===== src/rtl/vfw_pkg.sv =====
package vfw_pkg;
   localparam int unsigned WORD_W = 10;

   typedef struct packed {
      logic valid;   // complete, protected reference code seen this cycle
      logic eav;     // 1: end of active video, 0: start of active video
   } trs_evt_t;

   // protection check of the status word that closes a reference code
   function automatic logic status_word_ok(input logic [WORD_W-1:0] w);
      return w[9] && (w[1:0] == 2'b00)
          && (w[5] == (w[7] ^ w[6]))
          && (w[4] == (w[8] ^ w[6]))
          && (w[3] == (w[8] ^ w[7]))
          && (w[2] == (w[8] ^ w[7] ^ w[6]));
   endfunction
endpackage


===== src/rtl/vfw_trs_detect.sv =====
module vfw_trs_detect
   import vfw_pkg::*;
(
   input  logic              clk,
   input  logic [WORD_W-1:0] luma,
   output trs_evt_t          evt
);
   localparam logic [WORD_W-1:0] PEAK = {WORD_W{1'b1}};
   localparam int unsigned HIST = 3;

   logic [WORD_W-1:0] hist [HIST];

   // history is part of the data path and carries no reset
   always_ff @(posedge clk) begin
      hist[0] <= luma;
      for (int i = 1; i < HIST; i++) hist[i] <= hist[i-1];
   end

   always_comb begin
      evt.valid = (hist[2] == PEAK) && (hist[1] == '0) && (hist[0] == '0)
               && status_word_ok(luma);
      evt.eav   = luma[6];
   end
endmodule


===== src/rtl/vfw_raster.sv =====
module vfw_raster #(
   parameter int unsigned TOTAL_SAMPLES  = 1650,
   parameter int unsigned ACTIVE_SAMPLES = 1280,
   parameter int unsigned TOTAL_LINES    = 750,
   localparam int unsigned SW = $clog2(TOTAL_SAMPLES),
   localparam int unsigned LW = $clog2(TOTAL_LINES + 1)
) (
   input  logic          clk,
   input  logic          rst_n,
   input  logic          realign,
   input  logic          trs_eav,
   output logic          pos_match,
   output logic [SW-1:0] pos,
   output logic [LW-1:0] line
);
   localparam logic [SW-1:0] LAST_POS = SW'(TOTAL_SAMPLES - 1);
   localparam logic [SW-1:0] EAV_XYZ  = SW'(ACTIVE_SAMPLES + 3);
   localparam logic [SW-1:0] EAV_NEXT = SW'(ACTIVE_SAMPLES + 4);
   localparam logic [LW-1:0] LINE_MAX = LW'(TOTAL_LINES);
   localparam logic [LW-1:0] LINE_ONE = LW'(1);

   logic [LW-1:0] next_line;

   assign next_line = (line == LINE_MAX) ? LINE_ONE : line + 1'b1;
   assign pos_match = trs_eav ? (pos == EAV_XYZ) : (pos == LAST_POS);

   always_ff @(posedge clk) begin
      if (!rst_n) begin
         pos  <= '0;
         line <= LINE_ONE;
      end else if (realign) begin
         if (trs_eav) pos <= EAV_NEXT;
         else begin
            pos  <= '0;
            line <= next_line;
         end
      end else if (pos == LAST_POS) begin
         pos  <= '0;
         line <= next_line;
      end else begin
         pos <= pos + 1'b1;
      end
   end

   AST_POS_IN_RANGE: assert property (@(posedge clk) disable iff (!rst_n)
      pos <= LAST_POS);
   AST_LINE_IN_RANGE: assert property (@(posedge clk) disable iff (!rst_n)
      (line >= LINE_ONE) && (line <= LINE_MAX));
   AST_EAV_REPHASE: assert property (@(posedge clk) disable iff (!rst_n)
      (realign && trs_eav) |=> (pos == EAV_NEXT));
   AST_RESET_LOAD: assert property (@(posedge clk)
      !rst_n |=> ((pos == '0) && (line == LINE_ONE)));
endmodule


===== src/rtl/vfw_lock_ctrl.sv =====
module vfw_lock_ctrl
   import vfw_pkg::*;
#(
   parameter int unsigned MISS_LINES = 4,
   parameter int unsigned LOCK_LINES = 2
) (
   input  logic     clk,
   input  logic     rst_n,
   input  logic     fast_lock,
   input  trs_evt_t evt,
   input  logic     pos_match,
   output logic     realign,
   output logic     locked
);
   localparam int unsigned MW = $clog2(MISS_LINES + 1);
   localparam int unsigned KW = $clog2(LOCK_LINES + 1);
   localparam logic [MW-1:0] MISS_TOP = MW'(MISS_LINES - 1);
   localparam logic [KW-1:0] LOCK_TOP = KW'(LOCK_LINES - 1);

   logic          fl_q, rise, arm, eav_ev, fast_hit, filt_hit;
   logic [MW-1:0] miss_cnt;
   logic [KW-1:0] match_cnt;

   // edge detector sees the pin in every cycle, reset or not
   always_ff @(posedge clk) fl_q <= fast_lock;

   assign rise     = fast_lock && !fl_q;
   assign eav_ev   = evt.valid && evt.eav;
   assign fast_hit = arm && evt.valid;
   assign filt_hit = !arm && eav_ev && !pos_match && (miss_cnt == MISS_TOP);
   assign realign  = fast_hit || filt_hit;

   always_ff @(posedge clk) begin
      if (!rst_n) begin
         arm       <= 1'b0;
         miss_cnt  <= '0;
         match_cnt <= '0;
         locked    <= 1'b0;
      end else begin
         if (rise)          arm <= 1'b1;
         else if (fast_hit) arm <= 1'b0;

         if (realign) begin
            miss_cnt  <= '0;
            match_cnt <= '0;
            locked    <= 1'b0;
         end else if (eav_ev) begin
            if (pos_match) begin
               miss_cnt  <= '0;
               match_cnt <= (match_cnt == LOCK_TOP) ? match_cnt : match_cnt + 1'b1;
               if (match_cnt == LOCK_TOP) locked <= 1'b1;
            end else begin
               miss_cnt  <= miss_cnt + 1'b1;
               match_cnt <= '0;
               locked    <= 1'b0;
            end
         end
      end
   end

   AST_LOCK_DROPS_ON_MISS: assert property (@(posedge clk) disable iff (!rst_n)
      (eav_ev && !pos_match) |=> !locked);
   AST_FAST_ARM_CONSUMED: assert property (@(posedge clk) disable iff (!rst_n)
      (arm && evt.valid && !rise) |=> !arm);
endmodule


===== src/rtl/video_flywheel.sv =====
module video_flywheel
   import vfw_pkg::*;
#(
   parameter int unsigned TOTAL_SAMPLES     = 1650,
   parameter int unsigned ACTIVE_SAMPLES    = 1280,
   parameter int unsigned TOTAL_LINES       = 750,
   parameter int unsigned FIRST_ACTIVE_LINE = 26,
   parameter int unsigned LAST_ACTIVE_LINE  = 745,
   parameter int unsigned MISS_LINES        = 4,
   parameter int unsigned LOCK_LINES        = 2,
   parameter bit          INTERLACED        = 1'b0,
   parameter int unsigned FIELD2_LINE       = 376,
   localparam int unsigned DW = 2 * WORD_W,
   localparam int unsigned SW = $clog2(TOTAL_SAMPLES),
   localparam int unsigned LW = $clog2(TOTAL_LINES + 1)
) (
   input  logic          clk,
   input  logic          rst_n,
   input  logic          fast_lock,
   input  logic [DW-1:0] data_in,
   output logic [DW-1:0] data_out,
   output logic          h_blank,
   output logic          v_blank,
   output logic          field,
   output logic [LW-1:0] line_num,
   output logic [SW-1:0] sample_pos,
   output logic          locked
);
   localparam logic [SW-1:0] H_START = SW'(ACTIVE_SAMPLES);
   localparam logic [LW-1:0] V_FIRST = LW'(FIRST_ACTIVE_LINE);
   localparam logic [LW-1:0] V_LAST  = LW'(LAST_ACTIVE_LINE);

   if (ACTIVE_SAMPLES + 8 > TOTAL_SAMPLES) begin : g_bad_samples
      $error("line too short for two reference codes");
   end
   if ((FIRST_ACTIVE_LINE < 1) || (FIRST_ACTIVE_LINE > LAST_ACTIVE_LINE)
       || (LAST_ACTIVE_LINE > TOTAL_LINES)) begin : g_bad_lines
      $error("active line window outside the frame");
   end
   if ((MISS_LINES < 1) || (LOCK_LINES < 1)) begin : g_bad_counts
      $error("filter depth and lock count must be at least one");
   end

   trs_evt_t      evt;
   logic          pos_match, realign, f_next;
   logic [SW-1:0] pos;
   logic [LW-1:0] line;

   vfw_trs_detect u_detect (
      .clk  (clk),
      .luma (data_in[DW-1:WORD_W]),
      .evt  (evt)
   );

   vfw_raster #(
      .TOTAL_SAMPLES  (TOTAL_SAMPLES),
      .ACTIVE_SAMPLES (ACTIVE_SAMPLES),
      .TOTAL_LINES    (TOTAL_LINES)
   ) u_raster (
      .clk       (clk),
      .rst_n     (rst_n),
      .realign   (realign),
      .trs_eav   (evt.eav),
      .pos_match (pos_match),
      .pos       (pos),
      .line      (line)
   );

   vfw_lock_ctrl #(
      .MISS_LINES (MISS_LINES),
      .LOCK_LINES (LOCK_LINES)
   ) u_lock (
      .clk       (clk),
      .rst_n     (rst_n),
      .fast_lock (fast_lock),
      .evt       (evt),
      .pos_match (pos_match),
      .realign   (realign),
      .locked    (locked)
   );

   if (INTERLACED) begin : g_field_interlaced
      assign f_next = (line >= LW'(FIELD2_LINE));
   end else begin : g_field_progressive
      assign f_next = 1'b0;
   end

   // word delay stays live through reset
   always_ff @(posedge clk) data_out <= data_in;

   always_ff @(posedge clk) begin
      if (!rst_n) begin
         h_blank    <= 1'b0;
         v_blank    <= 1'b0;
         field      <= 1'b0;
         line_num   <= LW'(1);
         sample_pos <= '0;
      end else begin
         h_blank    <= (pos >= H_START);
         v_blank    <= (line < V_FIRST) || (line > V_LAST);
         field      <= f_next;
         line_num   <= line;
         sample_pos <= pos;
      end
   end
endmodule


===== config.mk =====
export PLATFORM = sky130hd
export DESIGN_NAME = video_flywheel
export DESIGN_NICKNAME = d
export VERILOG_FILES = /design/src/rtl/vfw_pkg.sv /design/src/rtl/vfw_trs_detect.sv /design/src/rtl/vfw_raster.sv /design/src/rtl/vfw_lock_ctrl.sv /design/src/rtl/video_flywheel.sv
export SDC_FILE = /design/constraint.sdc
export NUM_CORES = 1
export LEC_CHECK = 0
export BUFFER_PORTS_ARGS = -buffer_cell sky130_fd_sc_hd__buf_2
export CORE_ASPECT_RATIO = 0.9
export CORE_MARGIN = 5
export CORE_UTILIZATION = 35
export CTS_CLUSTER_SIZE = 16
export DETAILED_ROUTE_END_ITERATION = 10
export HOLD_SLACK_MARGIN = 0.02
export PLACE_DENSITY_LB_ADDON = 0.05
export SYNTH_ARGS = -nofsm -noshare
export SYNTH_HDL_FRONTEND = slang
export SYNTH_HIERARCHICAL = 1
export SYNTH_SLANG_ARGS = --single-unit

===== constraint.sdc =====
create_clock -name clk -period 8.9 [get_ports clk]
set_input_delay 0.445 -clock clk [delete_from_list [all_inputs] [get_ports clk]]
set_output_delay 0.445 -clock clk [all_outputs]
set_load 0.05 [all_outputs]

# ---- Word-level counts from Yosys, hierarchy flattened
# Memories as Yosys holds them, arrays and structs flattened.
# Index checks and enable logic that the tools add are counted.
dict set report word_totals {
  ram_bits 30
  n_memories 1
  out_inout_bits 45
  regBits 72
}
# name words word_bits rd rd_clocked_by_memory_dff write_ports line
set memory_table {}
lappend memory_table {u_detect.hist 3 10 3 0 3 vfw_trs_detect.sv:11} ;# logic [WORD_W-1:0] hist [HIST];
dict set report classes {
  eq_ne 13
  bitwise_logic 5
  muxes 15
  order_cmp 3
  n_addsub 4
  n_reduce_logical 28
}
# op n
set op_table {}
lappend op_table {{two-way mux 10 bit} 4}
lappend op_table {{two-way mux 11 bit} 3}
lappend op_table {{equality test 11 bit (second input constant)} 2}
lappend op_table {{equality test 10 bit (second input constant)} 2}
lappend op_table {{logical NOT 10 bit} 2}
lappend op_table {{logical AND 1 bit} 14}
lappend op_table {{adder 11 x 1 -> 11 bit (second input constant)} 1}
lappend op_table {{greater-or-equal comparator 11 bit (second input constant)} 1}
lappend op_table {{adder 10 x 1 -> 10 bit (second input constant)} 1}
lappend op_table {{> comparator 10 bit (second input constant)} 1}
lappend op_table {{< comparator 10 x 5 -> 1 bit (second input constant)} 1}
lappend op_table {{!= test 2 bit (second input constant)} 3}
lappend op_table {{AND reduction 2 bit} 3}
lappend op_table {{two-way mux 1 bit} 5}
lappend op_table {{equality test 1 bit} 4}
lappend op_table {{two-way mux 2 bit} 2}
lappend op_table {{nonzero test 2 bit} 2}
lappend op_table {{XOR 1 bit} 4}
lappend op_table {{adder 3 x 1 -> 3 bit (second input constant)} 1}
lappend op_table {{equality test 3 x 2 -> 1 bit (second input constant)} 1}
lappend op_table {{logical NOT 1 bit} 3}
lappend op_table {{two-way mux 3 bit} 1}
lappend op_table {{adder 2 x 1 -> 2 bit (second input constant)} 1}
lappend op_table {{equality test 2 x 1 -> 1 bit (second input constant)} 1}
lappend op_table {{4 further kinds} 5}

# ---- Depth between registers and ports, before layout
dict set report depth {
  ltp_word 14
  depth_mapped 15
  ltp_nobuf 12
}

# ---- Hierarchy
# The synthesis kept the hierarchy.
# mod area_each_um2 seq_area_each_um2 instances cells_per_inst
set by_module_without_submodules {}
lappend by_module_without_submodules {vfw_raster 1093.5 420.4 1 133}
lappend by_module_without_submodules {video_flywheel 1078.5 860.8 1 77}
lappend by_module_without_submodules {vfw_trs_detect 869.6 600.6 1 66}
lappend by_module_without_submodules {vfw_lock_ctrl 396.6 160.2 1 46}

# ---- Least setup slack after synthesis
# Ideal clock, no wire load.
dict set report synth_timing {
  kind {flip-flop to flip-flop}
  startpoint {register u_raster.pos[4]}
  endpoint {register u_raster.line[3]}
  required_time_ns 8.831
  stages_incl_launch_ff 13
  arrival_ns 2.859
  path_slack_ns 5.973
  period_less_slack_ns 2.927
  setup_ns 0.069
  cell_sequence {dfxtp_1 or3b_1 nor2_1 mux2i_1 and3b_1 buf_2 nor2_1 o21a_1 or4b_1 o31a_1 buf_6 or4_1 o21ai_1}
}
dict set report synth_via {
  elab_chain_len 8
  word_cells_on_any_way 11
}
# item line
set synth_rtl {}
lappend synth_rtl {{start: declaration} vfw_raster.sv:13} ;# output logic [SW-1:0] pos,
lappend synth_rtl {{start signal: assignment} vfw_raster.sv:41} ;# pos <= pos + 1'b1;
lappend synth_rtl {{equality test 11 bit} vfw_raster.sv:25} ;# assign pos_match = trs_eav ? (pos == EAV_XYZ) : (pos == LAST_POS);
lappend synth_rtl {{two-way mux 1 bit *} vfw_raster.sv:25}
lappend synth_rtl {{net pos_match} video_flywheel.sv:45} ;# logic pos_match, realign, f_next;
lappend synth_rtl {{logical NOT 1 bit *} vfw_lock_ctrl.sv:30} ;# assign filt_hit = !arm && eav_ev && !pos_match && (miss_cnt == MISS_TOP);
lappend synth_rtl {{logical AND 1 bit * (2 in a row)} vfw_lock_ctrl.sv:30}
lappend synth_rtl {{logical OR 1 bit *} vfw_lock_ctrl.sv:31} ;# assign realign = fast_hit || filt_hit;
lappend synth_rtl {{net realign} video_flywheel.sv:45}
lappend synth_rtl {{!= test 2 bit (no line) or nonzero test 2 bit (tied branches)} --}
lappend synth_rtl {{AND reduction 2 bit (no line)} --}
lappend synth_rtl {{end signal: assignment} vfw_raster.sv:35} ;# line <= next_line;
lappend synth_rtl {{end signal: assignment} vfw_raster.sv:39} ;# line <= next_line;
lappend synth_rtl {{end: declaration} vfw_raster.sv:14} ;# output logic [LW-1:0] line
# Mark *: on every way through the listed nets, which the timed path passes. The rest lies on a longest branch.
# A chain may end at the register's enable or synchronous reset.

# ---- Worst setup path after layout
dict set report layout_timing {
  startpoint {register u_raster.pos[4]}
  endpoint {register u_raster.line[7]}
}
# Same word-level chain as after synthesis.

==> results.yml <==
floorplan:
  fp.dieH_um: 104.0
  io-pin-count: 68
  die_area_um2: 11910
  fp.dieW_um: 114.5
  core-area_um2: 9614
  start_util_pct: 35.76
  num_rows: 34
worst_setup_path:
  end_kind: "register"
  startpoint_type: "register"
  cp_top_family: "simple AND/OR/NAND/NOR gates"
  slowest_delay_ps: 530
  critPathKind: "reg -> reg"
  worstPathCellList: "or3b_1 -> nor2_1 -> mux2i_1 -> and3b_1 -> nor2_1 -> o21a_1 -> or4b_1 -> o31a_1 -> or4_1 -> o21ai_0"
  critPathBufInv: 0
  worst_path_most_repeated_cell: "nor2_1"
  crit_fanout: 19
  critPathArrivalTime_ps: 3670
  required_ps: 9190
  crit_slowest_cell: "or4_1"
synthesis:
  synth_fa_ha_area_share_pct: 2.547
  synth_top_family_by_area: "simple AND/OR/NAND/NOR gates"
  synthesis.nets: 352
  synth-simple-area-share_pct: 22.93
  synth_compound_area_share_pct: 8.770
  synth_cell_types: 51
  synthMuxAreaShare_pct: 0.5822
  yosys_warnings: 6
  ys_seq_area_share_pct: 59.39
  syn_inst: 322
  synthXorXnorAreaFrac_pct: 2.547
  async_reset_ff_share_pct: 0
  ys.flop_type: "dfxtp_1"
  synth-edff-count: 0
  ys_ff_latch: 102
  syn_area_per_cell_um2: 10.68
  syn_area_um2: 3438
cells_and_area:
  post-route-util_pct: 42.10
  final_common_cell: "dfxtp_1"
  antennaDiodeCount: 0
  final_cell_mix: "dfxtp_1 (102), buf_2 (66), nand2_1 (26), and2_1 (19), nor2_1 (16)"
  nets: 417
  drive_gt1_share_pct: 23.72
  fillers: 965
  area_delta_synth_final_pct: 17.72
global_routing:
  gr-usage-all-layers_pct: 11.61
  antenna_found_initial: 0
  grt_pass1_vias: 2259
  grt_max_degree: 36
  grt_pass1_wl_um: 11230
  grt.overflow.total: 0
cts:
  cts_tree: "yes"
  insertion_delay_ps: 360
  cts.sinks: 102
  cts_max_path_buffers: 2
  cts.clk_slew.worst_paths_ps: 100
  post_cts_buffers: 0
  cts_root_buf: "clkbuf_8"
  ctsResizeCount: 0
  htree_levels: 3
  cts_hold_buffers: 0
  cts_buffers: 9
routing:
  drc: 0
  num_vias: 2391
  final_antenna_net_count: 0
  vias_per_cell: 4.616
  wire_per_inst_um: 13.05
  drtIter0Drc: 88
  drt-total-wl_um: 6758
  dr.pass1.iters: 4
timing:
  setup_viol: 0
  period_share_pct: 37.91
  fin_worst_skew_ps: 10.76
  timing.fmax_ghz: 0.2964
  max-slew-margin-rel_pct: 57.55
  worst_pin_slew_ps: 636.7
  whs_ps: 187.3
  rsz0062_at_grt: "false"
  fin_tns_setup_ps: 0
  hold_viol_final: 0
  period_minus_slack_ps: 3374
  slew_viol_final: 0
place:
  dp_hpwl_um: 4739
  port_buffers: 66
  place.gp.congestion: 0.7010
power:
  leakage_nw: 1.643
  power_mw: 0.8010
  peakVddDrop_v: 0.00006634
  p_per_area_nw_per_um2: 197.9
run:
  drv_cap: 0
min_path:
  worstHoldPathType: "in -> reg"
status:
  status: "completed"
## routing by layer
| layer | GRT usage, % | vias up | wire (um) |
|---|---|---|---|
| met5 | 0 | - | 0 |
| met4 | 5.089 | 0 | 60 |
| met3 | 2.734 | 5 | 342 |
| met2 | 17.21 | 47 | 3052 |
| met1 | 15.98 | 1083 | 3303 |
| li1 | - | 1256 | - |
## sequential cells by signal (all words and copies together), names as in the netlist, 2 cells and up
signal / flops
data_out: 20
line_num: 10
sample_pos: 11
u_detect/hist: 30
u_lock/match_cnt: 2
u_lock/miss_cnt: 3
u_raster/line: 10
u_raster/pos: 11
## cell usage after synthesis, types with 2 or more instances
master | count | share of area [%]
o21ai_0 | 6 | 0.87
and3_1 | 3 | 0.55
and4_1 | 2 | 0.51
inv_1 | 9 | 0.98
a31oi_1 | 4 | 0.73
xnor2_1 | 4 | 1.0
o22ai_1 | 5 | 0.91
buf_2 | 2 | 0.29
dfxtp_1 | 102 | 59
nor2_1 | 16 | 1.7
nand2b_1 | 6 | 1.1
and2_1 | 19 | 3.5
o2bb2ai_1 | 2 | 0.51
o21a_1 | 3 | 0.65
a21oi_1 | 15 | 2.2
mux2i_1 | 2 | 0.58
or3b_1 | 2 | 0.51
nand2_1 | 26 | 2.8
buf_4 | 4 | 0.87
nor4_1 | 4 | 0.73
ha_1 | 7 | 2.5
nand3_1 | 15 | 2.2
o31a_1 | 2 | 0.51
or3_2 | 2 | 0.44
or4b_1 | 3 | 0.87
nand4b_1 | 3 | 0.76
or3_1 | 5 | 0.91
nor3_1 | 5 | 0.73
xor2_1 | 6 | 1.5
or4_1 | 5 | 1.1
nand4_1 | 7 | 1.3
and2_2 | 2 | 0.44
clkbuf_1 | 6 | 0.65
## metrics by stage
| stage | setup WS, ps | cell area [um2] | cells |
|---|---|---|---|
| after CTS | 5546 | 4048 | 518 |
| after floorplan | 5973 | 3438 | 322 |
| after global routing | 5321 | 4048 | 518 |
| after global placement | 5613 | 3860 | 502 |
| after detailed placement | 5572 | 3860 | 502 |
| final | 5526 | 4048 | 518 |
## area by class of cell
cell class / instances / area, um2 / share of cell area [%]
clock buffer: 9 / 123.9 / 3.060
timing repair buffer: 67 / 337.8 / 8.346
tap: 126 / 157.7 / 3.895
multi-input combinational: 198 / 1289 / 31.84
inverter: 9 / 33.78 / 0.8346
sequential: 102 / 2042 / 50.45
clock inverter: 7 / 63.81 / 1.577
## power breakdown
group	internal, mW	switching, mW
Clock	0.109	0.165
Sequential	0.471	0.00657
Combinational	0.0130	0.0369
## final timing paths
kind,from,end,slack (ps),depth (start not counted)
setup / recovery,u_raster/pos[4],u_raster/line[7],5530,10
hold / removal,data_in[3],data_out[3],190,1
setup reg to reg,u_raster/pos[4],u_raster/line[7],5530,10
hold reg to reg,u_detect/hist[0][13],u_detect/hist[0][23],350,0
## kinds of logic after synthesis
kind of cell | count (synthesis)
other cells | 1
simple gates | 133
xor+xnor | 10
compound gates | 45
buf+inv | 22
mux | 2
flops | 102
fa+ha+maj | 7
No activity file was read; power rests on OpenSTA's default activity.
